==> config.mk <==
export PLATFORM = sky130hd
export DESIGN_NAME = shm_mailbox_regs
export DESIGN_NICKNAME = d
export VERILOG_FILES = /design/src/rtl/shm_regs_pkg.sv /design/src/rtl/shm_bus_decode.sv /design/src/rtl/shm_irq_core.sv /design/src/rtl/shm_bell_gen.sv /design/src/rtl/shm_read_port.sv /design/src/rtl/shm_mailbox_regs.sv
export SDC_FILE = /design/constraint.sdc
export NUM_CORES = 1
export LEC_CHECK = 0
export ABC_AREA = 0
export BUFFER_PORTS_ARGS = -buffer_cell sky130_fd_sc_hd__buf_4
export CORE_MARGIN = 1
export CORE_UTILIZATION = 36
export CTS_CLUSTER_DIAMETER = 30
export CTS_CLUSTER_SIZE = 40
export DETAILED_ROUTE_END_ITERATION = 16
export GPL_TIMING_DRIVEN = 0
export SLEW_MARGIN = 20
export SYNTH_ARGS = -nofsm -noshare
export SYNTH_HDL_FRONTEND = slang
export SYNTH_SLANG_ARGS = --single-unit
==> constraint.sdc <==
create_clock -name clk -period 2.45 [get_ports clk]
set_clock_uncertainty 0.2 [all_clocks]
set_input_delay 0.1225 -clock clk [delete_from_list [all_inputs] [get_ports clk]]
set_output_delay 0.1225 -clock clk [all_outputs]
set_load 0.005 [all_outputs]
==> src/rtl/shm_regs_pkg.sv <==
package shm_regs_pkg;

    parameter int DATA_W = 32;
    parameter int ADDR_W = 8;
    parameter int DEST_W = 16;
    parameter int VEC_W  = 8;
    parameter int EVT_W  = 8;

    // Bit positions the peer-routing logic decodes from a doorbell word
    localparam int DEST_LSB = 16;
    localparam int VEC_LSB  = 0;

    typedef enum logic [1:0] {
        SZ_BYTE = 2'd0,
        SZ_HALF = 2'd1,
        SZ_WORD = 2'd2,
        SZ_RSVD = 2'd3
    } acc_size_e;

    localparam logic [ADDR_W-1:0] OFF_MASK  = 8'h00;
    localparam logic [ADDR_W-1:0] OFF_CAUSE = 8'h04;
    localparam logic [ADDR_W-1:0] OFF_IDENT = 8'h08;
    localparam logic [ADDR_W-1:0] OFF_BELL  = 8'h0C;
    localparam logic [ADDR_W-1:0] WR_ALIGN  = 8'hFC;

    typedef struct packed {
        logic mask_wr;
        logic cause_wr;
        logic cause_rd;
        logic mask_rd;
        logic ident_rd;
        logic bell_wr;
    } reg_sel_t;

    typedef struct packed {
        logic [DEST_W-1:0] dest;
        logic [VEC_W-1:0]  vector;
    } bell_req_t;

    function automatic logic is_word(input logic [1:0] sz);
        return acc_size_e'(sz) == SZ_WORD;
    endfunction

endpackage

==> src/rtl/shm_bus_decode.sv <==
module shm_bus_decode
    import shm_regs_pkg::*;
#(
    parameter int AW = ADDR_W
) (
    input  logic          valid,
    input  logic          write,
    input  logic [AW-1:0] addr,
    input  logic [1:0]    size,
    output reg_sel_t      sel
);
    logic          word_acc;
    logic [AW-1:0] wr_addr;

    always_comb begin
        word_acc = valid && is_word(size);
        wr_addr  = addr & WR_ALIGN;
        sel.mask_wr  = word_acc &&  write && (wr_addr == OFF_MASK);
        sel.cause_wr = word_acc &&  write && (wr_addr == OFF_CAUSE);
        sel.bell_wr  = word_acc &&  write && (wr_addr == OFF_BELL);
        sel.mask_rd  = word_acc && !write && (addr == OFF_MASK);
        sel.cause_rd = word_acc && !write && (addr == OFF_CAUSE);
        sel.ident_rd = word_acc && !write && (addr == OFF_IDENT);
    end
endmodule

==> src/rtl/shm_irq_core.sv <==
module shm_irq_core
    import shm_regs_pkg::*;
#(
    parameter int DW = DATA_W,
    parameter int EW = EVT_W
) (
    input  logic          clk,
    input  logic          rst,
    input  logic          mask_wr,
    input  logic          cause_wr,
    input  logic          cause_rd,
    input  logic [DW-1:0] wdata,
    input  logic          evt_valid,
    input  logic [EW-1:0] evt_payload,
    output logic [DW-1:0] mask_q,
    output logic [DW-1:0] cause_q,
    output logic          irq
);
    logic          pend_q;
    logic [EW-1:0] pend_data_q;
    logic          evt_any;
    logic [EW-1:0] evt_sel;
    logic          cause_busy;
    logic [DW-1:0] mask_d, cause_d;

    always_comb begin
        evt_any    = evt_valid || pend_q;
        evt_sel    = evt_valid ? evt_payload : pend_data_q;
        cause_busy = cause_rd || cause_wr;
        mask_d     = mask_wr ? wdata : mask_q;
        if (cause_rd)
            cause_d = '0;
        else if (cause_wr)
            cause_d = wdata;
        else if (evt_any)
            cause_d = {{(DW-EW){1'b0}}, evt_sel};
        else
            cause_d = cause_q;
    end

    always_ff @(posedge clk) begin
        if (rst) begin
            mask_q      <= '0;
            cause_q     <= '0;
            irq         <= 1'b0;
            pend_q      <= 1'b0;
            pend_data_q <= '0;
        end else begin
            mask_q  <= mask_d;
            cause_q <= cause_d;
            irq     <= |(cause_d & mask_d);
            if (evt_any && cause_busy) begin
                pend_q      <= 1'b1;
                pend_data_q <= evt_sel;
            end else begin
                pend_q      <= 1'b0;
            end
        end
    end


    irq_level_chk: assert property (@(posedge clk) disable iff (rst)
        irq == |(cause_q & mask_q));


    read_clear_chk: assert property (@(posedge clk) disable iff (rst)
        cause_rd |=> cause_q == '0);


    mask_hold_chk: assert property (@(posedge clk) disable iff (rst)
        !mask_wr |=> $stable(mask_q));


    collision_defer_chk: assert property (@(posedge clk) disable iff (rst)
        (cause_rd && evt_valid) |=> pend_q);
endmodule

==> src/rtl/shm_bell_gen.sv <==
module shm_bell_gen
    import shm_regs_pkg::*;
#(
    parameter int DSW = DEST_W,
    parameter int VW  = VEC_W
) (
    input  logic           clk,
    input  logic           rst,
    input  logic           fire,
    input  logic [DSW-1:0] dest_in,
    input  logic [VW-1:0]  vec_in,
    output logic           strobe,
    output bell_req_t      req
);
    always_ff @(posedge clk) begin
        if (rst) begin
            strobe <= 1'b0;
            req    <= '0;
        end else begin
            strobe <= fire;
            if (fire) begin
                req.dest   <= dest_in;
                req.vector <= vec_in;
            end
        end
    end


    bell_cause_chk: assert property (@(posedge clk) disable iff (rst)
        strobe |-> $past(fire));


    bell_follow_chk: assert property (@(posedge clk) disable iff (rst)
        fire |=> strobe);
endmodule

==> src/rtl/shm_read_port.sv <==
module shm_read_port
    import shm_regs_pkg::*;
#(
    parameter int DW = DATA_W
) (
    input  logic          clk,
    input  logic          rst,
    input  logic          rd_req,
    input  logic          mask_rd,
    input  logic          cause_rd,
    input  logic          ident_rd,
    input  logic [DW-1:0] mask_q,
    input  logic [DW-1:0] cause_q,
    input  logic          shm_ready,
    input  logic [DW-1:0] node_id,
    output logic [DW-1:0] rd_data,
    output logic          rd_valid
);
    logic [DW-1:0] rd_mux;

    always_comb begin
        rd_mux = '0;
        if (mask_rd)  rd_mux = mask_q;
        if (cause_rd) rd_mux = cause_q;
        if (ident_rd) rd_mux = shm_ready ? node_id : '1;
    end

    always_ff @(posedge clk) begin
        if (rst) begin
            rd_data  <= '0;
            rd_valid <= 1'b0;
        end else begin
            rd_valid <= rd_req;
            rd_data  <= rd_req ? rd_mux : '0;
        end
    end


    rd_valid_src_chk: assert property (@(posedge clk) disable iff (rst)
        rd_valid |-> $past(rd_req));


    sel_onehot_chk: assert property (@(posedge clk) disable iff (rst)
        $onehot0({mask_rd, cause_rd, ident_rd}));
endmodule

==> src/rtl/shm_mailbox_regs.sv <==
module shm_mailbox_regs
    import shm_regs_pkg::*;
#(
    parameter int DW  = DATA_W,
    parameter int AW  = ADDR_W,
    parameter int DSW = DEST_W,
    parameter int VW  = VEC_W,
    parameter int EW  = EVT_W
) (
    input  logic           clk,
    input  logic           rst,
    input  logic           bus_valid,
    input  logic           bus_write,
    input  logic [AW-1:0]  bus_addr,
    input  logic [1:0]     bus_size,
    input  logic [DW-1:0]  bus_wdata,
    output logic [DW-1:0]  rd_data,
    output logic           rd_valid,
    input  logic           evt_valid,
    input  logic [EW-1:0]  evt_payload,
    input  logic           shm_ready,
    input  logic [DW-1:0]  node_id,
    output logic           irq,
    output logic           db_fire,
    output logic [DSW-1:0] db_dest,
    output logic [VW-1:0]  db_vector
);
    reg_sel_t      sel;
    logic [DW-1:0] mask_q, cause_q;
    bell_req_t     bell;
    logic          rd_req;

    assign rd_req = bus_valid && !bus_write;

    shm_bus_decode #(.AW(AW)) u_dec (
        .valid (bus_valid),
        .write (bus_write),
        .addr  (bus_addr),
        .size  (bus_size),
        .sel   (sel)
    );

    shm_irq_core #(.DW(DW), .EW(EW)) u_irq (
        .clk         (clk),
        .rst         (rst),
        .mask_wr     (sel.mask_wr),
        .cause_wr    (sel.cause_wr),
        .cause_rd    (sel.cause_rd),
        .wdata       (bus_wdata),
        .evt_valid   (evt_valid),
        .evt_payload (evt_payload),
        .mask_q      (mask_q),
        .cause_q     (cause_q),
        .irq         (irq)
    );

    shm_bell_gen #(.DSW(DSW), .VW(VW)) u_bell (
        .clk     (clk),
        .rst     (rst),
        .fire    (sel.bell_wr),
        .dest_in (bus_wdata[DEST_LSB +: DSW]),
        .vec_in  (bus_wdata[VEC_LSB +: VW]),
        .strobe  (db_fire),
        .req     (bell)
    );

    shm_read_port #(.DW(DW)) u_rd (
        .clk       (clk),
        .rst       (rst),
        .rd_req    (rd_req),
        .mask_rd   (sel.mask_rd),
        .cause_rd  (sel.cause_rd),
        .ident_rd  (sel.ident_rd),
        .mask_q    (mask_q),
        .cause_q   (cause_q),
        .shm_ready (shm_ready),
        .node_id   (node_id),
        .rd_data   (rd_data),
        .rd_valid  (rd_valid)
    );

    assign db_dest   = bell.dest;
    assign db_vector = bell.vector;
endmodule

# Word-level counts from Yosys, hierarchy flattened
# Index checks and enable logic that the tools add are counted.
# word_totals
register_bits	132
latch_bits	0
ram_bits	0
mem_bits_ro	0
input_bits	88
out_inout_bits	59
elab_cells	45
mem_count	0
# op_classes
addsub	0
multipliers	0
div	0
n_lt_le_gt_ge	0
eq_ne	5
shift	0
n_mux	10
bitwise_logic	2
n_reduce_logical	18
# ops
operator	count
2-to-1 mux 32 bit	8
AND 32 bit	1
OR reduction 32 bit	1
zero test 8 bit	2
logical AND 1 bit	11
== test 8 x 3 -> 1 bit, second input constant	1
== test 8 x 4 -> 1 bit, second input constant	1
2-to-1 mux 8 bit	1
== test 6 x 1 -> 1 bit, second input constant	1
== test 6 x 2 -> 1 bit, second input constant	1
== test 2 bit, second input constant	1
logical OR 1 bit	2
OR reduction 2 bit	1
zero test 1 bit	1
2-to-1 mux 1 bit	1
inverter 1 bit	1

# Longest topological paths before layout
# Gate-level depths: netlist of the first run.
# depth
depth_word	8
depth_mapped	9
mapped_depth_nobuf	7

# By module
# A second synthesis of the first run with hierarchy kept.
# hier_totals
cells_unflattened	711
area_unflattened_um2	6457.4
# modules_own_cells
module	instances	cells_per_inst	area_each_um2	seq_area_each_um2
shm_irq_core	1	428	3634.7	1481.4
shm_read_port	1	186	1799.2	660.6
shm_bell_gen	1	80	902.1	500.5
shm_bus_decode	1	16	107.6	0.0
shm_mailbox_regs	1	1	13.8	0.0

# Worst setup path before layout of the first run
# No wires, ideal clock.
# synth_timing
path_kind	input port to flip-flop
startpoint	in bus_addr[5]
endpoint	reg u_irq.irq
setup_time_ns	0.145
arrival_ns	2.164
t_required_ns	2.105
slack_ns	-0.059
path_stages	9
path_buffers	2
path_cell_list	or4_1 -> buf_2 -> or3_1 -> buf_6 -> o221a_4 -> nor4_2 -> nand4_1 -> o31ai_1 -> a41oi_1
# synth_via
elab_chain_len	6
elab_cells_between_ends	11
cone_classes	2 x eq/ne; 3 x mux; 1 x bitwise; 5 x reduce/logical
# synth_lines
item	line	text
from (decl)	shm_mailbox_regs.sv:14	input logic [AW-1:0] bus_addr,
== test 6 x 1 -> 1 bit	shm_bus_decode.sv:19	sel.cause_wr = word_acc && write && (wr_addr == OFF_CAUSE);
logical AND 1 bit	shm_bus_decode.sv:19	
2-to-1 mux 32 bit	shm_irq_core.sv:33	else if (cause_wr)
2-to-1 mux 32 bit	shm_irq_core.sv:31	if (cause_rd)
AND 32 bit *	shm_irq_core.sv:51	irq <= |(cause_d & mask_d);
OR reduction 32 bit *	shm_irq_core.sv:51	
to (signal assigned)	shm_irq_core.sv:51	
to (decl)	shm_irq_core.sv:17	output logic irq
# Every way passes the cells marked *; elsewhere a longest branch is shown, timed or not.
# A chain may end at the register's enable or synchronous reset.

# Worst setup path after layout of the first run
# layout_timing
startpoint	reg u_irq.pend_q
endpoint	reg u_irq.irq
# layout_via
elab_chain_len	6
# layout_lines
item	line	text
from (decl)	shm_irq_core.sv:19	logic pend_q;
from (signal assigned)	shm_irq_core.sv:46	pend_q <= 1'b0;
from (signal assigned)	shm_irq_core.sv:53	pend_q <= 1'b1;
from (signal assigned)	shm_irq_core.sv:56	pend_q <= 1'b0;
logical OR 1 bit	shm_irq_core.sv:27	evt_any = evt_valid || pend_q;
2-to-1 mux 32 bit	shm_irq_core.sv:35	else if (evt_any)
2-to-1 mux 32 bit	shm_irq_core.sv:33	
2-to-1 mux 32 bit	shm_irq_core.sv:31	
AND 32 bit	shm_irq_core.sv:51	
OR reduction 32 bit	shm_irq_core.sv:51	
# Every way passes these cells.

==> results of run 1 <==
-- power by group --
part / total (W) / switching [W] / internal (W)
sequential: 0.00216 / 0.00000662 / 0.00215
combinational: 0.000461 / 0.000222 / 0.000240
clock: 0.00252 / 0.00102 / 0.00150
-- through the flow --
step                hold slack (ps)  total power (W)
CTS                           35.41         0.005128
floorplan                     58.47         0.002319
detailed placement            173.2         0.002518
finish                        53.99         0.005140
global placement              163.4         0.002518
global route                  63.67         0.005295
-- cells by family (layout without fill, tap and decap cells) --
group | count (synthesis) | after routing
flops | 132 | 132
compound gates | 209 | 209
simple gates | 311 | 311
mux | 25 | 25
buf+inv | 90 | 346
-- registers in the layout, summed over array words and instances, names as in the netlist --
name               flops
u_rd.rd_data          32
u_irq.cause_q         32
u_bell.strobe          1
u_rd.rd_valid          1
u_irq.irq              1
u_irq.pend_q           1
u_irq.pend_data_q      8
u_bell.req            24
u_irq.mask_q          32
-- critical path, stage by stage (launching register included) --
cell      delay [ps]
dfxtp_4          420
buf_6            150
mux2_4           320
mux2i_4          200
a221oi_4         110
nor4_2           240
nand4_1          150
o31ai_2          300
a41oi_2          180
-- layer usage --
layer | GRT usage, % | vias up | wire [um]
met2 | 42.06 | 270 | 10130
met1 | 36.77 | 3044 | 10240
met5 | 0 | - | 0
met3 | 5.822 | 37 | 1759
li1 | - | 3150 | -
met4 | 9.029 | 0 | 444
-- cell type report --
class	instances	area (um2)	share of cell area [%]
Timing Repair Buffer	227	1888	21.01
Tap cell	216	270.3	3.007
Sequential cell	132	2646	29.44
Inverter	27	101.3	1.128
Clock buffer	17	425.4	4.733
Multi-Input combinational cell	545	3236	36.00
Clock inverter	15	158.9	1.768
Buffer	60	262.8	2.923
-- worst max path at each step --
stage                 startpoint               end  slack, ps  cells after the start
floorplan            bus_addr[5]         u_irq.irq         20                      8
global placement       bus_write  u_rd.rd_data[19]      -1020                      8
detailed placement  u_irq.pend_q         u_irq.irq       -890                      8
CTS                 u_irq.pend_q         u_irq.irq        -30                      7
global route         bus_addr[5]         u_irq.irq       -100                      9
finish              u_irq.pend_q         u_irq.irq         20                      8
-- cell usage in the layout, fill, tap and decap left out, types with 3 or more instances in the layout --
master         instances
nand2_1              190
buf_4                154
dfxtp_1              131
a21oi_1               90
dlygate4sd3_1         73
nor2_1                63
clkbuf_1              45
o21ai_0               34
a211oi_1              33
inv_1                 27
nand3_1               21
clkbuf_16             17
a221oi_2              14
mux2i_1                9
a22oi_1                8
clkbuf_2               7
o21ai_1                5
mux2_2                 5
mux2i_4                5
a221oi_1               5
nor4_2                 5
clkinv_4               5
and2_1                 4
nand2b_1               3
clkbuf_4               3
buf_2                  3
nand4_1                3
mux2i_2                3
mux2_4                 3
a221oi_4               3
o211ai_1               3
clkinv_2               3
clkinvlp_4             3
-- timing repair --
item,in CTS,in global routing
hold buffers,73,0
gates resized for setup,28,58
pin swaps,1,16
endpoints found under the setup margin,58,5
endpoints found under the hold margin,128,0
setup buffers,1,9
==> flow_summary.json, run 1 <==
{
  "port_buffers": 144,
  "synthArstFlopShare_pct": 0,
  "max_slew_margin_pct": 29.14,
  "grt_pass1_wl_mm": 33.46,
  "cp_max_fo": 6,
  "routabilityCongestion": 0.9316,
  "post_dp_cell_area_um2": 7246,
  "fin_cells": 1239,
  "synth_ff_type": "dfxtp_1",
  "n_antenna_cell": 0,
  "ir_worst_vdd_mv": 0.5214,
  "reg2reg_depth": 8,
  "utilization_pct": 56.58,
  "cts_tree": "yes",
  "placed_cells": 1127,
  "cts_buffer_depth": 2,
  "antenna_left": 0,
  "hold_viol": 0,
  "synth_top_cell_by_area": "dfxtp_1",
  "power_density_nw_per_um2": 571.8,
  "drt_iter0_drc": 678,
  "rsz0062_at_grt": "yes",
  "yosysWarnings": 0,
  "grt_pass1_vias": 5932,
  "setup-tns-final_ps": 0,
  "synth.most_common_cell": "nand2_1",
  "status": "completed",
  "insertion_delay_ps": 430,
  "drv_slew": 0,
  "ctsRootBufferMaster": "clkbuf_16",
  "max_freq_ghz": 0.4109,
  "synth_top_area_share_pct": 44.99,
  "min_path_cells": 5,
  "dpl.hpwl_mm": 15.95,
  "clock_sinks": 132,
  "synth-adder-area-share_pct": 0,
  "fin_area_um2": 8989,
  "synth_top_family_by_area": "simple AND/OR/NAND/NOR gates",
  "r2r_slack_ps": 20,
  "synthTopCellsByArea": "dfxtp_1 (45%), nand2_1 (12%), a21oi_1 (7.7%)",
  "crit_required_ps": 2520,
  "synth-compound-area-share_pct": 22.28,
  "hold_path_class": "input pin to flop",
  "die_area_um2": 16830,
  "area_growth_pct": 53.05,
  "drt_drc_violations_left": 0,
  "start_util_pct": 36.97,
  "post-route-period-util_pct": 99.34,
  "synth.cell_area_um2": 5873,
  "chipHeight_um": 129.7,
  "setup_viol": 0,
  "end_kind": "flop",
  "clk_pin_slew_ps": 60,
  "synth-xor-area-share_pct": 0,
  "synth_edf_count": 0,
  "start_kind": "flop",
  "p_leak_nw": 3.392,
  "place_ws_ps": -887.1,
  "wl_per_cell_um": 18.21,
  "crit-reg2reg-capture": "u_irq.irq",
  "fin_ws_ps": 16.08,
  "hold_start": "bus_addr[3]",
  "min_to": "u_irq.pend_q",
  "rows": 46,
  "synth_common_cells": "nand2_1 (190), dfxtp_1 (132), a21oi_1 (90)",
  "synth.distinct_cells": 50,
  "drt_wl_total_mm": 22.57,
  "via_per_inst": 5.247,
  "nNetsFinal": 1098,
  "htreeDepth": 4,
  "avgSynthCellArea_um2": 7.657,
  "yosys.area_share.simple_pct": 22.31,
  "antenna_found_initial": 0,
  "coreArea_um2": 15890,
  "finalCriticalPeriod_ps": 2434,
  "grt_max_degree": 17,
  "first_pass_iters": 5,
  "synth_mux_area_share_pct": 4.431,
  "ys_seq_area_share_pct": 44.99,
  "worst_slew_pin_slew_ps": 1056,
  "arrival_ps": 2510,
  "crit_type": "flop to flop",
  "overflow": 0,
  "fp.dieW_um": 129.7,
  "vias": 6501,
  "grt_usage_pct": 26.91,
  "fillCellCount": 1501,
  "drive_gt1_share_pct": 25.22,
  "cts_buffers": 17,
  "r2r-start": "u_irq.pend_q",
  "synthCells": 767,
  "drv_cap": 0,
  "io_pins": 147,
  "postSynthRegisterBits": 132,
  "syn-num-nets": 855
}
Power figures use the tool's default switching activity.
==> run 2, diff against run 1 <==
--- a/config.mk
+++ b/config.mk
@@ -9,6 +9,7 @@
 export BUFFER_PORTS_ARGS = -buffer_cell sky130_fd_sc_hd__buf_4
 export CORE_MARGIN = 1
 export CORE_UTILIZATION = 36
+export CTS_BUF_LIST = sky130_fd_sc_hd__clkbuf_2 sky130_fd_sc_hd__clkbuf_4 sky130_fd_sc_hd__clkbuf_8
 export CTS_CLUSTER_DIAMETER = 30
 export CTS_CLUSTER_SIZE = 40
 export DETAILED_ROUTE_END_ITERATION = 16
==> constraint.sdc (replaced) <==
create_clock -name clk -period 2.45 [get_ports clk]
set_clock_uncertainty 0.2 [all_clocks]
set_input_delay 0.1225 -clock clk [delete_from_list [all_inputs] [get_ports clk]]
set_output_delay 0.1225 -clock clk [all_outputs]
set_load 0.05 [all_outputs]
==> flow_summary.json, run 2 (same netlist as run 1, synthesis figures left out) <==
{
  "end_kind": "flop",
  "max_slew_margin_pct": 29.65,
  "met1Wirelength_mm": 10.07,
  "arrival_ps": 2610,
  "hold_path_class": "input pin to flop",
  "fp.dieW_um": 129.7,
  "nNetsFinal": 1095,
  "crit_type": "flop to flop",
  "rows": 46,
  "crit_required_ps": 2570,
  "setup_viol": 1,
  "ctsRootBufferMaster": "clkbuf_8",
  "antenna_found_initial": 0,
  "htreeDepth": 4,
  "grt_max_degree": 17,
  "met2_length_mm": 9.936,
  "highest_layer": "met4",
  "final_cell_mix": "nand2_1 (190), buf_4 (148), dfxtp_1 (131), a21oi_1 (90), dlygate4sd3_1 (76)",
  "area_growth_pct": 46.66,
  "cts_buffers": 17,
  "cp_max_fo": 6,
  "p_leak_nw": 3.293,
  "routed-wl-met3_mm": 1.670,
  "cts_buffer_depth": 2,
  "chipHeight_um": 129.7,
  "power_density_nw_per_um2": 516.1,
  "wl_per_cell_um": 17.91,
  "setup-tns-final_ps": -44.28,
  "hold_viol": 0,
  "n_antenna_cell": 0,
  "drv_cap": 0,
  "drt_drc_violations_left": 0,
  "violations": "negative setup slack",
  "vias": 6470,
  "die_area_um2": 16830,
  "clk_pin_slew_ps": 80,
  "port_buffers": 144,
  "routabilityCongestion": 0.9316,
  "max_freq_ghz": 0.4009,
  "drive_gt1_share_pct": 23.14,
  "insertion_delay_ps": 470,
  "drv_slew": 0,
  "grt_pass1_vias": 5947,
  "start_util_pct": 36.97,
  "overflow": 0,
  "mostFrequentLayoutCell": "nand2_1",
  "post-route-period-util_pct": 101.8,
  "path_cells": "mux2_2 > mux2i_1 > a221oi_2 > nor4_1 > nand4_1 > o31ai_2 > a41oi_2",
  "post_dp_cell_area_um2": 7246,
  "fin_area_um2": 8613,
  "clock_sinks": 132,
  "utilization_pct": 54.22,
  "r2r_slack_ps": -40,
  "cp_slowest_cell": "dfxtp_4",
  "antenna_left": 0,
  "worst_slew_pin_slew_ps": 1048,
  "drt_iter0_drc": 573,
  "rsz0062_at_grt": "yes",
  "fillCellCount": 1560,
  "start_kind": "flop",
  "grt_pass1_wl_mm": 33.23,
  "io_pins": 147,
  "status": "finished, violations left",
  "cp_slowest_stage_delay_ps": 430,
  "finalCriticalPeriod_ps": 2494,
  "cts_tree": "yes",
  "reg_top3": "u_irq.cause_q x32, u_irq.mask_q x32, u_rd.rd_data x32",
  "finalHoldWorstSlack_ps": 33.04,
  "grt_usage_pct": 26.73,
  "drt_wl_total_mm": 22.14,
  "ir_worst_vdd_mv": 0.3450,
  "via_per_inst": 5.235,
  "fin_ws_ps": -44.28,
  "first_pass_iters": 5,
  "coreArea_um2": 15890,
  "dpl.hpwl_mm": 15.95
}
[run 2: cell count changes in the layout (fill, tap and decap cells not counted), moves of 5 or more]
cell,change
clkbuf_8,+17
clkbuf_16,-17
buf_4,-6
a221oi_1,+7
a221oi_2,-5
[run 2: path summary, 6_finish.rpt]
path / endpoint / from / cells past startpoint
setup reg to reg: u_irq.irq / u_irq.pend_q / 7
hold / removal: u_irq.cause_q[10] / bus_addr[3] / 5
hold reg to reg: u_rd.rd_data[1] / u_irq.cause_q[1] / 2
setup / recovery: u_irq.irq / u_irq.pend_q / 7
[run 2: timing repair]
| item | 4_1_cts | 5_1_grt |
|---|---|---|
| setup endpoints to repair | 56 | 37 |
| pin swaps | 2 | 8 |
| hold buffers | 76 | 0 |
| endpoints found under the hold margin | 129 | 0 |
| resized for setup | 24 | 33 |
| buffers inserted | 0 | 3 |
[run 2: cell type report]
type	count	area, um2	share of cell area [%]
repair buffers	223	1868	21.69
multi-input cells	545	3058	35.50
inverters	27	101.3	1.177
flip-flops and latches	132	2646	30.72
clock buffers	17	234.0	2.716
clock inverters	15	158.9	1.845
plain buffers	61	276.5	3.210
well taps	216	270.3	3.138
[run 2: report_power, final]
group	internal (W)	switching, W
sequential	0.00215	0.00000634
clock	0.000908	0.000943
combinational	0.000226	0.000210
[run 2: per-stage QoR]
stage	std cells	setup WS, ps	power (W)
after floorplan	767	20.52	0.002323
after global placement	1127	-1022	0.002521
after detailed placement	1127	-887.1	0.002522
after CTS	1234	-10.89	0.004449
after global routing	1236	-124.3	0.004598
final	1236	-44.28	0.004446
[run 2: worst max-delay path, delay by kind of cell, from the launching register on]
kind / cells / cell delay, ps
AO/OA/AOI/OAI: 3 / 620
flip-flops: 1 / 430
AND/OR/NAND/NOR: 2 / 480
multiplexers: 2 / 600
[run 2: routing by layer]
metal,up-vias,global-route usage [%]
li1,3139,-
met1,3039,36.52
met2,260,41.62
met3,32,6.355
met4,0,8.345
met5,-,0
